File: src/rtl/async_serial_chan.sv
module async_serial_chan #(
  parameter int OVS = 16
) (
  input  logic       clk,
  input  logic       rst_n,
  input  logic       os_tick,
  input  logic [2:0] fmt_sel,
  input  logic       par_odd,
  input  logic       par_chk_en,
  input  logic       stop2,
  input  logic       tx_wr,
  input  logic [8:0] tx_data,
  input  logic       err_clr,
  input  logic       rxd,
  output logic       txd,
  output logic       tx_busy,
  output logic [8:0] rx_buf,
  output logic       rx_done,
  output logic       par_err,
  output logic       frm_err,
  output logic       err_irq
);
  localparam int CW = $clog2(OVS);
  localparam logic [CW-1:0] LAST = CW'(OVS - 1);
  localparam logic [CW-1:0] MID  = CW'(OVS / 2 - 1);
  localparam logic [2:0] F_P7 = 3'b011, F_B9 = 3'b100, F_WK = 3'b101, F_P8 = 3'b111;

  function automatic logic par_bit(input logic [7:0] d, input logic odd);
    return odd ? ~^d : ^d;
  endfunction

  logic nine;
  assign nine = (fmt_sel == F_B9) || (fmt_sel == F_WK) || (fmt_sel == F_P8);

  // transmit
  logic [8:0]    tx_pay;
  logic [11:0]   tx_sh;
  logic [3:0]    tx_left;
  logic [CW-1:0] tx_cnt;

  always_comb begin
    case (fmt_sel)
      F_P7:       tx_pay = {1'b0, par_bit({1'b0, tx_data[6:0]}, par_odd), tx_data[6:0]};
      F_P8:       tx_pay = {par_bit(tx_data[7:0], par_odd), tx_data[7:0]};
      F_B9, F_WK: tx_pay = tx_data;
      default:    tx_pay = {1'b0, tx_data[7:0]};
    endcase
  end

  always_ff @(posedge clk or negedge rst_n) begin
    if (!rst_n) begin
      tx_busy <= 1'b0;
      tx_sh   <= '1;
      tx_left <= '0;
      tx_cnt  <= '0;
    end else if (!tx_busy && tx_wr) begin
      tx_busy <= 1'b1;
      tx_cnt  <= '0;
      tx_sh   <= nine ? {2'b11, tx_pay, 1'b0} : {3'b111, tx_pay[7:0], 1'b0};
      tx_left <= 4'd1 + (nine ? 4'd9 : 4'd8) + (stop2 ? 4'd2 : 4'd1);
    end else if (tx_busy && os_tick) begin
      if (tx_cnt == LAST) begin
        tx_cnt <= '0;
        if (tx_left == 4'd1) begin
          tx_busy <= 1'b0;
        end else begin
          tx_sh   <= {1'b1, tx_sh[11:1]};
          tx_left <= tx_left - 4'd1;
        end
      end else begin
        tx_cnt <= tx_cnt + CW'(1);
      end
    end
  end

  assign txd = tx_busy ? tx_sh[0] : 1'b1;

  // receive
  typedef enum logic [1:0] {R_IDLE, R_START, R_BITS} rx_st_t;
  rx_st_t        rx_st;
  logic          rx_s1, rx_s2;
  logic [CW-1:0] rx_cnt;
  logic [3:0]    rx_idx;
  logic [8:0]    rx_sh, rx_word;
  logic          par_bad;

  assign rx_word = nine ? rx_sh : {1'b0, rx_sh[8:1]};
  assign par_bad = par_chk_en &&
    (((fmt_sel == F_P7) && (rx_word[7] != par_bit({1'b0, rx_word[6:0]}, par_odd))) ||
     ((fmt_sel == F_P8) && (rx_word[8] != par_bit(rx_word[7:0], par_odd))));

  always_ff @(posedge clk or negedge rst_n) begin
    if (!rst_n) begin
      rx_s1   <= 1'b1;
      rx_s2   <= 1'b1;
      rx_st   <= R_IDLE;
      rx_cnt  <= '0;
      rx_idx  <= '0;
      rx_sh   <= '0;
      rx_buf  <= '0;
      rx_done <= 1'b0;
      err_irq <= 1'b0;
      par_err <= 1'b0;
      frm_err <= 1'b0;
    end else begin
      rx_s1   <= rxd;
      rx_s2   <= rx_s1;
      rx_done <= 1'b0;
      err_irq <= 1'b0;
      if (err_clr) begin
        par_err <= 1'b0;
        frm_err <= 1'b0;
      end
      if (os_tick) begin
        case (rx_st)
          R_IDLE: if (!rx_s2) begin
            rx_st  <= R_START;
            rx_cnt <= '0;
          end
          R_START: if (rx_cnt == MID) begin
            rx_st  <= rx_s2 ? R_IDLE : R_BITS;
            rx_cnt <= '0;
            rx_idx <= '0;
          end else begin
            rx_cnt <= rx_cnt + CW'(1);
          end
          default: if (rx_cnt == LAST) begin
            rx_cnt <= '0;
            if (rx_idx == (nine ? 4'd9 : 4'd8)) begin
              rx_st <= R_IDLE;
              if (!((fmt_sel == F_WK) && !rx_word[8])) begin
                rx_buf  <= rx_word;
                rx_done <= 1'b1;
                if (par_bad) par_err <= 1'b1;
                if (!rx_s2)  frm_err <= 1'b1;
                err_irq <= par_bad || !rx_s2;
              end
            end else begin
              rx_sh  <= {rx_s2, rx_sh[8:1]};
              rx_idx <= rx_idx + 4'd1;
            end
          end else begin
            rx_cnt <= rx_cnt + CW'(1);
          end
        endcase
      end
    end
  end
endmodule

File: config.mk
export PLATFORM = sky130hd
export DESIGN_NAME = async_serial_chan
export DESIGN_NICKNAME = d
export VERILOG_FILES = /design/src/rtl/async_serial_chan.sv
export SDC_FILE = /design/constraint.sdc
export NUM_CORES = 1
export LEC_CHECK = 0
export ABC_AREA = 0
export CAP_MARGIN = 20
export CORE_AREA = 2 2 128 93
export CTS_CLUSTER_SIZE = 12
export DETAILED_ROUTE_END_ITERATION = 12
export DIE_AREA = 0 0 130 95
export SLEW_MARGIN = 20
export SYNTH_ARGS = -nofsm -noshare
export SYNTH_HDL_FRONTEND = slang
export SYNTH_SLANG_ARGS = --single-unit
File: constraint.sdc
create_clock -name clk -period 3.8 [get_ports clk]
set_clock_uncertainty 0.1 [all_clocks]
set_input_delay 0.57 -clock clk [delete_from_list [all_inputs] [get_ports clk]]
set_output_delay 0.57 -clock clk [all_outputs]
set_load 0.01 [all_outputs]
==> results.md <==
- Status: complete, no violations
- Hold Fails Final Rpt: 0
- Post-CTS Resized: 0
- TritonCTS clock tree: built
- Number of fillers in the final layout: approximately 1200
- Net count after synthesis: a little under 300
- Startpoint Class: input pin
- CP max FO: 20
- Area delta synth->final: 23.4%
- Routed Antenna Nets: 0
- Register area: ~1300 um^2
- Asr flop ratio synth: 1.00
- Vias: a little under 2000
- First-pass GRT wire length: 9140 um
- IO Count: 36
- CTS Buf Count: 5
- Synth area leaders: dfrtp_1 (38%), dfstp_2 (12%), nand2_1 (5.2%)
- Final nets: 331
- TritonRoute pass-1 iters: 4
- FMAX: between 300 and 400 MHz
- Avg Inst Size Synth: between 10 and 15 um^2
- Start point of the critical path: os_tick
- Initial core utilization: 0.242
- Die footprint: 12400 um^2
- Die W: around 130 um
- # setup viols final: 0
- Max Cap Viol: 0
- Clk sinks: between 50 and 60
- Synth warn: 0
- CTS root buf: clkbuf_16
- Share of layout cells above drive strength 1: 0.132
- GPL Wtd Cong: 0.805
- Clk_lat worst skew: 0.29 ns
- Post-synth EDFFs: 0
- Largest net degree at the start of global routing: 37
- RSZ-0062 raised after global routing: no
- Worst EP required: just under 4 ns
- Post-CTS Setup Inserts: 0
- HP Class: reg2reg
- Power, Total: 1700 uW
- Congestion Overflow GR: 0
- Top-area cell type share of the netlist area: 0.376
- Post-Syn Instances: 270
- DP Worst Slack: approximately 0.88 ns
- Crit path DAT: between 2 and 3 ns
- HP Start: rx_s1
- CTS H-tree lvls: 2
- Die Y: between 90 and 100 um
- Fin Setup TNS: 0 ns
- Clock Tree Buf Depth: 2
- Min cycle time layout: about 2.6 ns
- Vias per cell: around 4.2
- Rows: 33
- Peak supply drop: 0.192 mV
- Gr usage total: 0.0948
- Mapped Area: 2730 um^2
- Initial antenna violation count: 0
- Kind of critical path: in2reg
- Dominant cell type by area after synthesis: dfrtp_1
- FF+latch count, synth: 53
- Post-synthesis sequential area ratio: 0.492
- Hold buffers post-CTS: 0
- Drt drc: 0
- Clock transition at path regs: around 0.07 ns
- Leakage: approximately 0.0014 uW
- R2r startpoint: tx_cnt[0]
- N_diodes: 0
- Pwr/cell area: slightly above 500 nW/um^2
- DRT iter0 DRCs: 106
- Period utilisation layout: 0.685
- Slew Limit Fails: 0
- Final worst slack: around 1.2 ns
- Dpl hpwl: roughly 4100 um
- Port Buffers: 35
- Setup crit end kind: register
- Worst slew margin: 0.462
- WL/cell: between 10 and 15 um
- Unique masters post-synth: 40
- CORE AREA: ~11000 um^2
- Dominant synthesized flop cell: dfrtp_1
- Area of the multi-input gates: 1280 um^2
- Slew @ Worst Pin: slightly above 0.8 ns
- Routed wire length: about 5600 um
- Number of global-route vias before repair: 1920
==> flip-flops by register name, indices dropped and copies added (netlist names), 2 cells and up <==
register and count:
rx_buf 9, rx_cnt 4, rx_idx 4, rx_sh 9
rx_st 2, tx_cnt 4, tx_left 4, tx_sh 10
==> layout by cell type (no fill, tap or decap), types with 10 or more instances in the layout <==
| cell | n |
|---|---|
| a21oi_1 | 14 |
| dfrtp_1 | 41 |
| o21ai_0 | 15 |
| mux2i_1 | 11 |
| nand2_1 | 38 |
| xnor2_1 | 16 |
| a31oi_1 | 10 |
| clkdlybuf4s50_1 | 34 |
| nor2_1 | 22 |
| dfstp_2 | 12 |
==> Yosys cell counts, types with 7 or more instances <==
| library cell | n |
|---|---|
| ha_1 | 7 |
| dfrtp_1 | 41 |
| xnor2_1 | 16 |
| nand2_1 | 38 |
| mux2i_1 | 11 |
| mux2_4 | 8 |
| dfstp_2 | 12 |
| inv_1 | 7 |
| a21oi_1 | 14 |
| a31oi_1 | 10 |
| o21ai_0 | 15 |
| nand3_1 | 8 |
| nor2_1 | 22 |
==> final cells by class <==
| type | instances | area share |
|---|---|---|
| Sequential cell | 53 | 0.399 |
| Multi-Input combinational cell | 195 | 0.380 |
| Timing Repair Buffer | 38 | 0.109 |
| Tap cell | 157 | 0.0584 |
| Clock buffer | 6 | 0.0383 |
| Inverter | 10 | 0.0112 |
| Clock inverter | 2 | 0.00409 |
==> power by group <==
group / internal, uW / total [uW] / switching, uW
clock: 246 / 446 / 200
sequential: 731 / 847 / 115
combinational: 208 / 411 / 203
==> critical path, stage by stage <==
cell and delay (ns):
clkdlybuf4s50_1 0.70, nand2_1 0.14, nor3_2 0.39, or2_1 0.54
and3_1 0.24, o21ai_0 0.07
==> logic make-up (layout without fill, tap and decap cells) <==
logic type	after synthesis	count (layout)	synth area share
buffers and inverters	22	56	0.0408
AND/OR/NAND/NOR	89	89	0.148
adder cells (fa/ha/maj)	7	7	0.0321
multiplexers	22	22	0.0968
flip-flops	53	53	0.492
AO/OA/AOI/OAI	57	57	0.127
XOR/XNOR	20	20	0.0642
==> metrics by stage <==
stage / util / hold WS [ns] / std cells / cell area, um^2
2_1_floorplan: - / 0.174 / 270 / 2730
3_3_place_gp: 0.286 / 0.248 / 453 / 3220
3_5_place_dp: 0.286 / 0.247 / 453 / 3220
4_1_cts: 0.299 / 0.257 / 461 / 3370
5_1_grt: 0.299 / 0.259 / 461 / 3370
6_report: 0.299 / 0.257 / 461 / 3370
==> per-layer routing <==
metal	global-route usage	vias up	share of wire
met5	0	-	0
met4	0.0296	0	0.011
met3	0.0255	7	0.036
met2	0.158	23	0.47
met1	0.120	934	0.48
li1	-	995	-
==> final timing paths <==
check / slack [ns] / to / cells after the start
setup reg to reg: 1.56 / tx_left[3] / 6
hold / removal: 0.26 / rx_s2 / 0
setup / recovery: 1.20 / tx_left[3] / 6
max in group asynchronous: 2.59 / rx_sh[3] / 2
hold reg to reg: 0.26 / rx_s2 / 0
min in group asynchronous: 0.27 / tx_cnt[2] / 1
Note: power is estimated with default switching activity, not from simulation.
